$ cat config.mk
export PLATFORM = sky130hd
export DESIGN_NAME = trapc_top
export DESIGN_NICKNAME = d
export VERILOG_FILES = /design/src/rtl/trapc_pkg.sv /design/src/rtl/trapc_irq_pick.sv /design/src/rtl/trapc_route.sv /design/src/rtl/trapc_top.sv
export SDC_FILE = /design/constraint.sdc
export NUM_CORES = 1
export LEC_CHECK = 0
export BUFFER_PORTS_ARGS = -buffer_cell sky130_fd_sc_hd__buf_2
export CELL_PAD_IN_SITES_DETAIL_PLACEMENT = 1
export CELL_PAD_IN_SITES_GLOBAL_PLACEMENT = 1
export CORE_AREA = 3 3 141 143
export CTS_CLUSTER_SIZE = 10
export DETAILED_ROUTE_END_ITERATION = 16
export DIE_AREA = 0 0 144 146
export PLACE_DENSITY = 0.86
export RECOVER_POWER = 25
export SYNTH_ARGS = -nofsm -noshare
export SYNTH_HDL_FRONTEND = slang
export SYNTH_SLANG_ARGS = --single-unit
$ cat constraint.sdc
create_clock -name clk -period 1.9 [get_ports clk]
set_clock_uncertainty 0.2 [all_clocks]
set_input_delay 0.57 -clock clk [delete_from_list [all_inputs] [get_ports clk]]
set_output_delay 0.57 -clock clk [all_outputs]
set_load 0.1 [all_outputs]
$ cat src/rtl/trapc_pkg.sv
package trapc_pkg;
   localparam logic [1:0] PRIV_U = 2'd0;
   localparam logic [1:0] PRIV_S = 2'd1;
   localparam logic [1:0] PRIV_M = 2'd3;
endpackage

$ cat src/rtl/trapc_irq_pick.sv
module trapc_irq_pick #(
   parameter int NIRQ = 16,
   localparam int IW = (NIRQ > 1) ? $clog2(NIRQ) : 1
) (
   input  logic [NIRQ-1:0] cand,
   input  logic [NIRQ-1:0] deleg,
   input  logic [1:0]      priv,
   input  logic            sie,
   input  logic            mie,
   output logic            hit,
   output logic [IW-1:0]   idx,
   output logic            idx_deleg
);
   import trapc_pkg::*;
   logic m_ok, s_ok;
   logic [NIRQ-1:0] elig;

   // global-enable rules per handling level
   assign m_ok = (priv != PRIV_M) || mie;
   assign s_ok = (priv == PRIV_U) || ((priv == PRIV_S) && sie);
   assign elig = cand & ((~deleg & {NIRQ{m_ok}}) | (deleg & {NIRQ{s_ok}}));

   // lowest set index wins: scan downward so the last hit is the smallest
   always_comb begin
      hit = 1'b0;
      idx = '0;
      idx_deleg = 1'b0;
      for (int i = NIRQ - 1; i >= 0; i--) begin
         if (elig[i]) begin
            hit = 1'b1;
            idx = IW'(i);
            idx_deleg = deleg[i];
         end
      end
   end
endmodule

$ cat src/rtl/trapc_route.sv
module trapc_route #(
   parameter int XLEN = 32,
   parameter int ECW  = 6,
   parameter int IW   = 4,
   localparam int XW  = $clog2(XLEN)
) (
   input  logic [1:0]      priv,
   input  logic            exc_valid,
   input  logic [ECW-1:0]  exc_code,
   input  logic [XLEN-1:0] exc_deleg,
   input  logic            irq_hit,
   input  logic [IW-1:0]   irq_idx,
   input  logic            irq_deleg,
   output logic            taken,
   output logic            to_s,
   output logic [XLEN-1:0] cause
);
   import trapc_pkg::*;
   logic code_in_range, exc_del, low_priv;

   generate
      if (ECW > XW) begin : g_wide_code
         assign code_in_range = (exc_code < ECW'(XLEN));
         assign exc_del = exc_deleg[exc_code[XW-1:0]];
      end else begin : g_narrow_code
         assign code_in_range = 1'b1;
         assign exc_del = exc_deleg[XW'(exc_code)];
      end
   endgenerate

   assign low_priv = (priv == PRIV_U) || (priv == PRIV_S);

   always_comb begin
      taken = exc_valid || irq_hit;
      if (exc_valid) begin
         cause = {{(XLEN-ECW){1'b0}}, exc_code};
         to_s  = low_priv && code_in_range && exc_del;
      end else begin
         cause = {1'b1, {(XLEN-1-IW){1'b0}}, irq_idx};
         to_s  = low_priv && irq_hit && irq_deleg;
      end
   end
endmodule

$ cat src/rtl/trapc_top.sv
module trapc_top #(
   parameter int XLEN = 32,
   parameter int NIRQ = 16,
   parameter int ECW  = 6,
   localparam int IW  = (NIRQ > 1) ? $clog2(NIRQ) : 1
) (
   input  logic            clk,
   input  logic            rst_n,
   input  logic [1:0]      cur_priv,
   input  logic            st_uie,
   input  logic            st_sie,
   input  logic            st_mie,
   input  logic [NIRQ-1:0] irq_pend,
   input  logic [NIRQ-1:0] irq_en,
   input  logic [NIRQ-1:0] irq_deleg,
   input  logic [XLEN-1:0] exc_deleg,
   input  logic [XLEN-1:0] stvec,
   input  logic [XLEN-1:0] mtvec,
   input  logic            exc_valid,
   input  logic [ECW-1:0]  exc_code,
   input  logic            exc_has_bad,
   input  logic [XLEN-1:0] exc_badaddr,
   input  logic [XLEN-1:0] fault_pc,
   output logic            trap_taken,
   output logic [XLEN-1:0] redirect_pc,
   output logic [1:0]      next_priv,
   output logic [XLEN-1:0] cause_out,
   output logic [XLEN-1:0] epc_out,
   output logic [XLEN-1:0] badaddr_out,
   output logic            s_csr_wr,
   output logic            m_csr_wr,
   output logic            s_bad_wr,
   output logic            m_bad_wr,
   output logic            prev_ie,
   output logic [1:0]      prev_priv,
   output logic            resv_clear
);
   import trapc_pkg::*;

   generate
      if (NIRQ < 1 || NIRQ > XLEN - 1) begin : g_bad_nirq
         $error("NIRQ must lie in 1..XLEN-1");
      end
      if (ECW < 1 || ECW >= XLEN) begin : g_bad_ecw
         $error("ECW must lie in 1..XLEN-1");
      end
      if (XLEN < 8) begin : g_bad_xlen
         $error("XLEN too small");
      end
   endgenerate

   logic            irq_hit, irq_del, taken, to_s, old_ie, bad_now;
   logic [IW-1:0]   irq_idx;
   logic [XLEN-1:0] cause;

   trapc_irq_pick #(.NIRQ(NIRQ)) u_pick (
      .cand(irq_pend & irq_en), .deleg(irq_deleg), .priv(cur_priv),
      .sie(st_sie), .mie(st_mie), .hit(irq_hit), .idx(irq_idx),
      .idx_deleg(irq_del)
   );

   trapc_route #(.XLEN(XLEN), .ECW(ECW), .IW(IW)) u_route (
      .priv(cur_priv), .exc_valid(exc_valid), .exc_code(exc_code),
      .exc_deleg(exc_deleg), .irq_hit(irq_hit), .irq_idx(irq_idx),
      .irq_deleg(irq_del), .taken(taken), .to_s(to_s), .cause(cause)
   );

   always_comb begin
      case (cur_priv)
         PRIV_U:  old_ie = st_uie;
         PRIV_S:  old_ie = st_sie;
         default: old_ie = st_mie;
      endcase
   end
   assign bad_now = exc_valid && exc_has_bad;

   always_ff @(posedge clk or negedge rst_n) begin
      if (!rst_n) begin
         trap_taken  <= 1'b0;
         redirect_pc <= '0;
         next_priv   <= PRIV_M;
         cause_out   <= '0;
         epc_out     <= '0;
         badaddr_out <= '0;
         s_csr_wr    <= 1'b0;
         m_csr_wr    <= 1'b0;
         s_bad_wr    <= 1'b0;
         m_bad_wr    <= 1'b0;
         prev_ie     <= 1'b0;
         prev_priv   <= PRIV_U;
         resv_clear  <= 1'b0;
      end else begin
         trap_taken  <= taken;
         resv_clear  <= taken;
         s_csr_wr    <= taken && to_s;
         m_csr_wr    <= taken && !to_s;
         s_bad_wr    <= taken && to_s && bad_now;
         m_bad_wr    <= taken && !to_s && bad_now;
         redirect_pc <= to_s ? stvec : mtvec;
         next_priv   <= to_s ? PRIV_S : PRIV_M;
         cause_out   <= cause;
         epc_out     <= fault_pc;
         badaddr_out <= exc_badaddr;
         prev_ie     <= old_ie;
         prev_priv   <= cur_priv;
      end
   end
endmodule

==> Word level (Yosys, flattened, before mapping) <==
Index checks and enable logic that the tools add are counted.
{ "totals": {"register_bits": 138, "output_inout_bits": 139, "elab_cells": 93} }
{ "classes": {"reduce_logical": 16, "n_mux": 55, "n_eq_ne": 2, "order_cmp": 2, "bitwise_logic": 6} }
{ "op_table": {"columns": ["cell", "count"], "rows": [
  ["$and A16 B16 Y16", 4],
  ["$mux W32", 2],
  ["$mux W4", 16],
  ["$mux W1", 34],
  ["$not A16 Y16", 1],
  ["$or A16 B16 Y16", 1],
  ["$logic_and A1 B1 Y1", 10],
  ["$lt A5 B6 Y1 const B", 1],
  ["$lt A6 B6 Y1 const B", 1],
  ["$bmux W1 S5", 1],
  ["$logic_or A1 B1 Y1", 4],
  ["$eq A2 B1 Y1 const B", 1],
  ["$logic_not A2 Y1", 1],
  ["$mux W2", 1],
  ["$ne A2 B2 Y1 const B", 1],
  ["$pmux W1 S2", 1],
  ["$logic_not A1 Y1", 1]
]} }

==> Longest topological paths before layout <==
Gate-level depths: netlist (run 1).
{ "logic_depth": {"depth_word": 28, "depth_mapped": 10} }

==> Hierarchy <==
From an unflattened synthesis (run 1), not the netlist that was laid out.
{ "hier_totals": {"cells_unflattened": 387, "area_unflattened_um2": 5470.2} }
{ "modules_own_cells": {"columns": ["mod", "seq_area_each_um2", "instances", "area_each_um2", "cells_each"], "rows": [
  ["trapc_top", 3429.5, 1, 4110.2, 200],
  ["trapc_irq_pick", 0.0, 1, 764.5, 117],
  ["trapc_route", 0.0, 1, 595.6, 70]
]} }

==> Worst setup path before layout (run 1) <==
Ideal clock, no wire load.
{ "synth_timing": {"path_type": "input to register", "startpoint": "input port exc_code[0]", "endpoint": "register redirect_pc[12]", "setup_slack_ns": -0.873, "n_path_buf": 3, "arrival_time_ns": 2.440, "setup_ns": 0.133, "stages": 9, "t_required_ns": 1.567, "path_cell_list": "buf_6 mux4_2 mux2_2 a311o_1 a21o_1 buf_2 buf_4 nand2_1 o211ai_1"} }
{ "synth_via": {"elab_chain_len": 5} }
{ "synth_rtl": {"columns": ["item", "line_no", "text"], "rows": [
  ["start, declared", "trapc_top.sv:20", "input logic [ECW-1:0] exc_code,"],
  ["$bmux W1 S5 or $lt A6 B6 Y1 (tied branches)", "trapc_route.sv:24, trapc_route.sv:23", null],
  ["$mux W1 (implied by the code) or $logic_and A1 B1 Y1 (tied branches)", "trapc_route.sv:24, trapc_route.sv:37", null],
  ["$logic_and A1 B1 Y1 (*)", "trapc_route.sv:37", "to_s = low_priv && code_in_range && exc_del;"],
  ["$mux W1 (*)", "trapc_route.sv:35", "if (exc_valid) begin"],
  ["$mux W32 (*)", "trapc_top.sv:99", "redirect_pc <= to_s ? stvec : mtvec;"],
  ["end signal, assigned", "trapc_top.sv:99", null],
  ["end, declared", "trapc_top.sv:25", "output logic [XLEN-1:0] redirect_pc,"]
]} }
Mark *: on every way between the ends. The rest lies on a longest branch, timed or not. The select of a mux whose other input is x is not followed.

==> Worst setup path after layout (run 1) <==
{ "layout_timing": {"startpoint": "input port exc_code[0]", "endpoint": "register redirect_pc[24]"} }
Same word-level chain as after synthesis.

==> results of run 1 <==
worst max-delay path, stage by stage:
cell       delay (ns)
buf_12           0.09
mux4_2           0.50
mux2i_1          0.17
o22ai_1          0.11
a311o_1          0.34
a21o_4           0.28
clkbuf_16        0.19
nand2_1          0.07
o211ai_1         0.10
worst max path at each step:
stage	start	endpoint	slack, ns	cells past startpoint
after global placement	cur_priv[0]	redirect_pc[10]	-1.07	9
after CTS	cur_priv[0]	redirect_pc[15]	-0.51	9
final	exc_code[0]	redirect_pc[24]	-0.51	9
after global routing	exc_code[0]	redirect_pc[19]	-0.59	9
after detailed placement	cur_priv[0]	redirect_pc[15]	-1.14	9
after floorplan	exc_code[0]	redirect_pc[11]	-0.71	10
power by group through the flow:
stage	registers (uW)	clock network, uW	logic [uW]
after floorplan	4060	0	805
after global placement	2670	0	3030
after detailed placement	2680	0	3080
after CTS	2640	1860	3290
after global routing	2660	1980	3590
final	2640	1820	3440
cells in the final DEF (no fill, tap or decap), types with 9 or more instances in the layout:
master	n
dfrtp_1	110
buf_2	244
nand2_2	10
clkbuf_4	52
nand2_1	75
buf_4	106
o21ai_0	9
nand3_1	11
buf_12	13
o211ai_1	65
clkbuf_16	12
buf_6	15
nor2_1	11
conb_1	26
clkbuf_1	10
logic make-up after synthesis:
group	Yosys count	share of synthesized area, %
simple gates	155	13.3
compound gates	136	19.7
flops	112	55.0
buf+inv	60	7.28
mux	13	4.54
other cells	2	0.147
through the flow:
step,area (um^2),hold slack (ns),power [uW]
floorplan,5320,0.0744,4870
global placement,7690,0.226,5700
detailed placement,7690,0.230,5760
CTS,8490,0.112,7790
global route,8910,0.107,8230
finish,8910,0.128,7910
repair_timing:
item / 4_1_cts / 5_1_grt
resized for setup: 91 / 105
gates cloned: 2 / 3
hold buffers: 1 / 0
endpoints found under the hold margin: 9 / 0
pin swaps: 42 / 43
endpoints found under the setup margin: 63 / 94
buffers inserted: 20 / 9
per-layer routing:
| layer | vias up | part of all wire, % |
|---|---|---|
| met5 | - | 0.086 |
| met4 | 4 | 3.6 |
| met3 | 65 | 6.7 |
| met2 | 284 | 56 |
| met1 | 2768 | 33 |
| li1 | 2546 | - |
final cells by class:
cell class	instances	area, um^2	area share (%)
Inverter	3	11.3	0.126
Multi-Input combinational cell	330	2440	27.4
Timing Repair Buffer	450	3070	34.5
Sequential cell	112	2810	31.5
Tap cell	234	293	3.29
Antenna cell	3	7.51	0.0842
Clock buffer	9	225	2.53
Clock inverter	6	53.8	0.604
flip-flops by register name, indices dropped and copies added (netlist names):
name,flops
badaddr_out,32
epc_out,32
redirect_pc,32
cause_out,7
prev_priv,2
m_bad_wr,1
m_csr_wr,1
next_priv,1
prev_ie,1
resv_clear,1
s_bad_wr,1
s_csr_wr,1
==> metrics, run 1 <==
Final Util=47.6%; # rows=50; Net Sw Frac=44.1%; combinational power share=43.5%; final global-route overflow total=0; fin nets=1129; CTS sink cnt=112; clock share of power=23.1%; Int Pwr=4420 uW; via count=5667; global-route wire length before repair=35200 um; Slew @ Worst Pin=0.513 ns; antenna violations before repair=5; top cells by count, synth=111 x dfrtp_1, 92 x nand2_1, 65 x o211ai_1; ranking of synthesized cells by area=dfrtp_1 54%, o211ai_1 9.6%, nand2_1 6.8%; global placement routability congestion=0.851; Syn-to-layout area delta=74.7%; predominant post-synthesis flop cell=dfrtp_1; Max Transition Viols Final=0; Total Routing Usage GR=21.6%; Worst Path Max Fanout=14; Leak Pwr=0.00432 uW; max_cap viols=0; setup ws final=-0.509 ns; Die Y=146 um; Die W=144 um; vias in the first global route=6301; sequential-to-total area share from yosys stat=55.0%; H-tree levels=3; met2 Usage GRT=41.4%; number of synthesized flops with an enable pin=0; count leader, synth=dfrtp_1; Place WS=-1.14 ns; relative slew slack=66.1%; clock root buffer=clkbuf_16; Yosys top cell by area=dfrtp_1; Yosys warnings=0; Worst Hold Class=input pin to register; CTS tree=yes; maximum VDD drop=0.352 mV; die area=21000 um^2; Synth cell types=55; hold_sp=exc_badaddr[30]; maximum clock insertion buffer count=2; hold path depth=1; core area=18700 um^2; top-area cell type share of the netlist area=54.4%; status=complete, but fails checks; met1 Use GR=22.6%; Initial DRC Count=221; RSZ-0062 raised after global routing=yes; largest net degree at the start of global routing=51; Worst-path clk slew=0.08 ns; share of async-settable or async-resettable flops after synthesis=100%; period utilisation layout=127%; layer with the highest usage=met2; f_max=0.415 GHz; Placed Instances=1102; GR Layer Usage met3=4.14%; startpoint types=input pin; Yosys reg bits=112; sequential share of power=33.4%; CP Data Arrival Time=2.42 ns; Syn Std Cell Area=5100 um^2; Hold Path Sink=badaddr_out[30]; final setup fails=42; Fillers=2113; starting density of the core=27.3%; synthesized instance count=478; Antenna Nets Post-Route=0; Synth Area per Inst=10.7 um^2; Sw Pwr=3490 uW; routed wire length=24500 um; CP endpoint kind=register; I/O pins=362; Avg WL per Cell=21.4 um; PortBufs=335; pwr/cell area=887 nW/um^2; CTS buffer count=9; Via density=4.94; final std cells w/o fill=1147; DRC viols=0; drt pass-1 iters=4; Crit Path Category=input pin to register; failing checks=setup timing; total negative slack=-19.22 ns; final hold vios=0; Final min period=2.41 ns; Worst EP required=1.91 ns; post-DP HPWL=17700 um; share of layout cells above drive strength 1=58.9%
(Power assumes the default switching activity.)
==> inputs of run 2 (changes only) <==
Settings changed: CORE_AREA 3 3 141 143 to 2 2 140 142, DIE_AREA 0 0 144 146 to 0 0 142 144, GPL_TIMING_DRIVEN set to 0, SETUP_SLACK_MARGIN set to 0.1.
==> run 2 against run 1 <==
  * Critical path depth is 3 higher
  * Worst setup slack worse by 0.21 ns
  * Sequential power hardly changed
  * Combinational power decreased by 3%
  * Cell count is 1.9% lower
  * Total power increased by 0.75%
  * The flow still finishes with violations (setup timing)
  * Core utilization shrank 2.5 points
  * Largest cell class unchanged
  * First-iteration DRC count increased by 5.4%
  * Worst hold slack worse by 0.094 ns
  * Sequential cell count unchanged
==> metrics, run 2 (same netlist as run 1, synthesis figures left out) <==
CTS sink cnt=112; vias in the first global route=5979; most frequent cells in the layout=216 x buf_2, 153 x buf_4, 110 x dfrtp_1, 91 x nand2_1, 65 x o211ai_1; die area=20400 um^2; pwr/cell area=926 nW/um^2; Fillers=2215; CP bufs+invs=6; commonest non-fill, non-tap cell in the layout=buf_2; antenna violations before repair=1; Worst-path clk slew=0.08 ns; setup ws final=-0.715 ns; Final Power=7970 uW; CTS tree=yes; Worst Path Max Fanout=6; Slew @ Worst Pin=0.672 ns; Die Y=144 um; f_max=0.382 GHz; Initial DRC Count=233; global-route wire length before repair=32400 um; status=complete, but fails checks; maximum clock insertion buffer count=2; I/O pins=362; Worst EP required=1.94 ns; Avg WL per Cell=19.9 um; maximum VDD drop=0.438 mV; Syn-to-layout area delta=68.6%; multi-input logic area=2250 um^2; H-tree levels=3; final setup fails=43; Antenna Nets Post-Route=0; Worst path top cell family by delay=compound AO/OA/AOI/OAI gates; CP endpoint kind=register; core area=19100 um^2; CP Cell Sequence=buf_6, buf_8, or2_0, clkbuf_8, a21o_1, a2111oi_4, nor3_4, buf_12, o21a_1, buf_6, buf_8, o211ai_1; Die W=142 um; final global-route overflow total=0; Slowest cell on crit path=a2111oi_4; routed wire length=22400 um; biggest regs=badaddr_out x32, epc_out x32, redirect_pc x32; design area=8600 um^2; relative slew slack=55.2%; period utilisation layout=138%; CP Data Arrival Time=2.66 ns; Crit Path Category=input pin to register; clock root buffer=clkbuf_16; largest net degree at the start of global routing=72; DRC viols=0; drt pass-1 iters=5; dpl cell area=7300 um^2; startpoint types=input pin; Final Hold Slack=0.0333 ns; via count=5511; Reg area=2810 um^2; RSZ-0062 raised after global routing=yes; # rows=51; Total Routing Usage GR=20.6%; failing checks=setup timing; Final min period=2.61 ns; Via density=4.90; post-DP HPWL=16600 um; CTS buffer count=9; Final Util=45.1%; delay of the slowest critical-path stage=0.39 ns; Max Transition Viols Final=0; global placement routability congestion=0.821; fin nets=1101; starting density of the core=26.7%; PortBufs=331; Place WS=-1.73 ns; final hold vios=0; max_cap viols=0; Leak Pwr=0.00420 uW; Worst Hold Class=input pin to async pin; share of layout cells above drive strength 1=55.0%
[run 2: stage by stage]
step	instances	TNS (ns)
2_1_floorplan	502	-26.58
5_1_grt	1122	-28.49
3_5_place_dp	1072	-62.64
3_3_place_gp	1071	-203.17
4_1_cts	1108	-25.35
6_report	1125	-25.13
[run 2: report_power, final]
part	switching [uW]	internal, uW
combinational	2420	897
clock	929	1080
sequential	71.1	2570
[run 2: timing repair]
item	in CTS	in global routing
hold buffers	0	0
resized for setup	173	40
gates cloned	1	1
endpoints found under the setup margin	155	49
setup buffers	19	12
endpoints found under the hold margin	0	0
pin swaps	31	19
[run 2: path summary, 6_finish.rpt]
check | from | end | cells past startpoint
setup / recovery | cur_priv[1] | redirect_pc[20] | 12
hold / removal | rst_n | badaddr_out[20] | 1
max in group asynchronous | rst_n | resv_clear | 2
min in group clk | exc_badaddr[10] | badaddr_out[10] | 1
[run 2: layout make-up]
cell class | instances | area share [%]
clock buffers | 10 | 2.78
diodes | 4 | 0.116
inverters | 3 | 0.131
flip-flops and latches | 112 | 32.6
repair buffers | 365 | 27.8
multi-input cells | 330 | 26.1
well taps | 238 | 3.46
plain buffers | 57 | 6.11
clock inverters | 6 | 0.872
[run 2: per-layer routing]
| layer | part of all wire [%] | GRT usage, % | vias to the layer above |
|---|---|---|---|
| met5 | 0 | 0 | - |
| met4 | 3.2 | 9.16 | 0 |
| met3 | 5.9 | 4.57 | 45 |
| met2 | 55 | 39.1 | 248 |
| met1 | 36 | 21.9 | 2729 |
| li1 | - | - | 2489 |
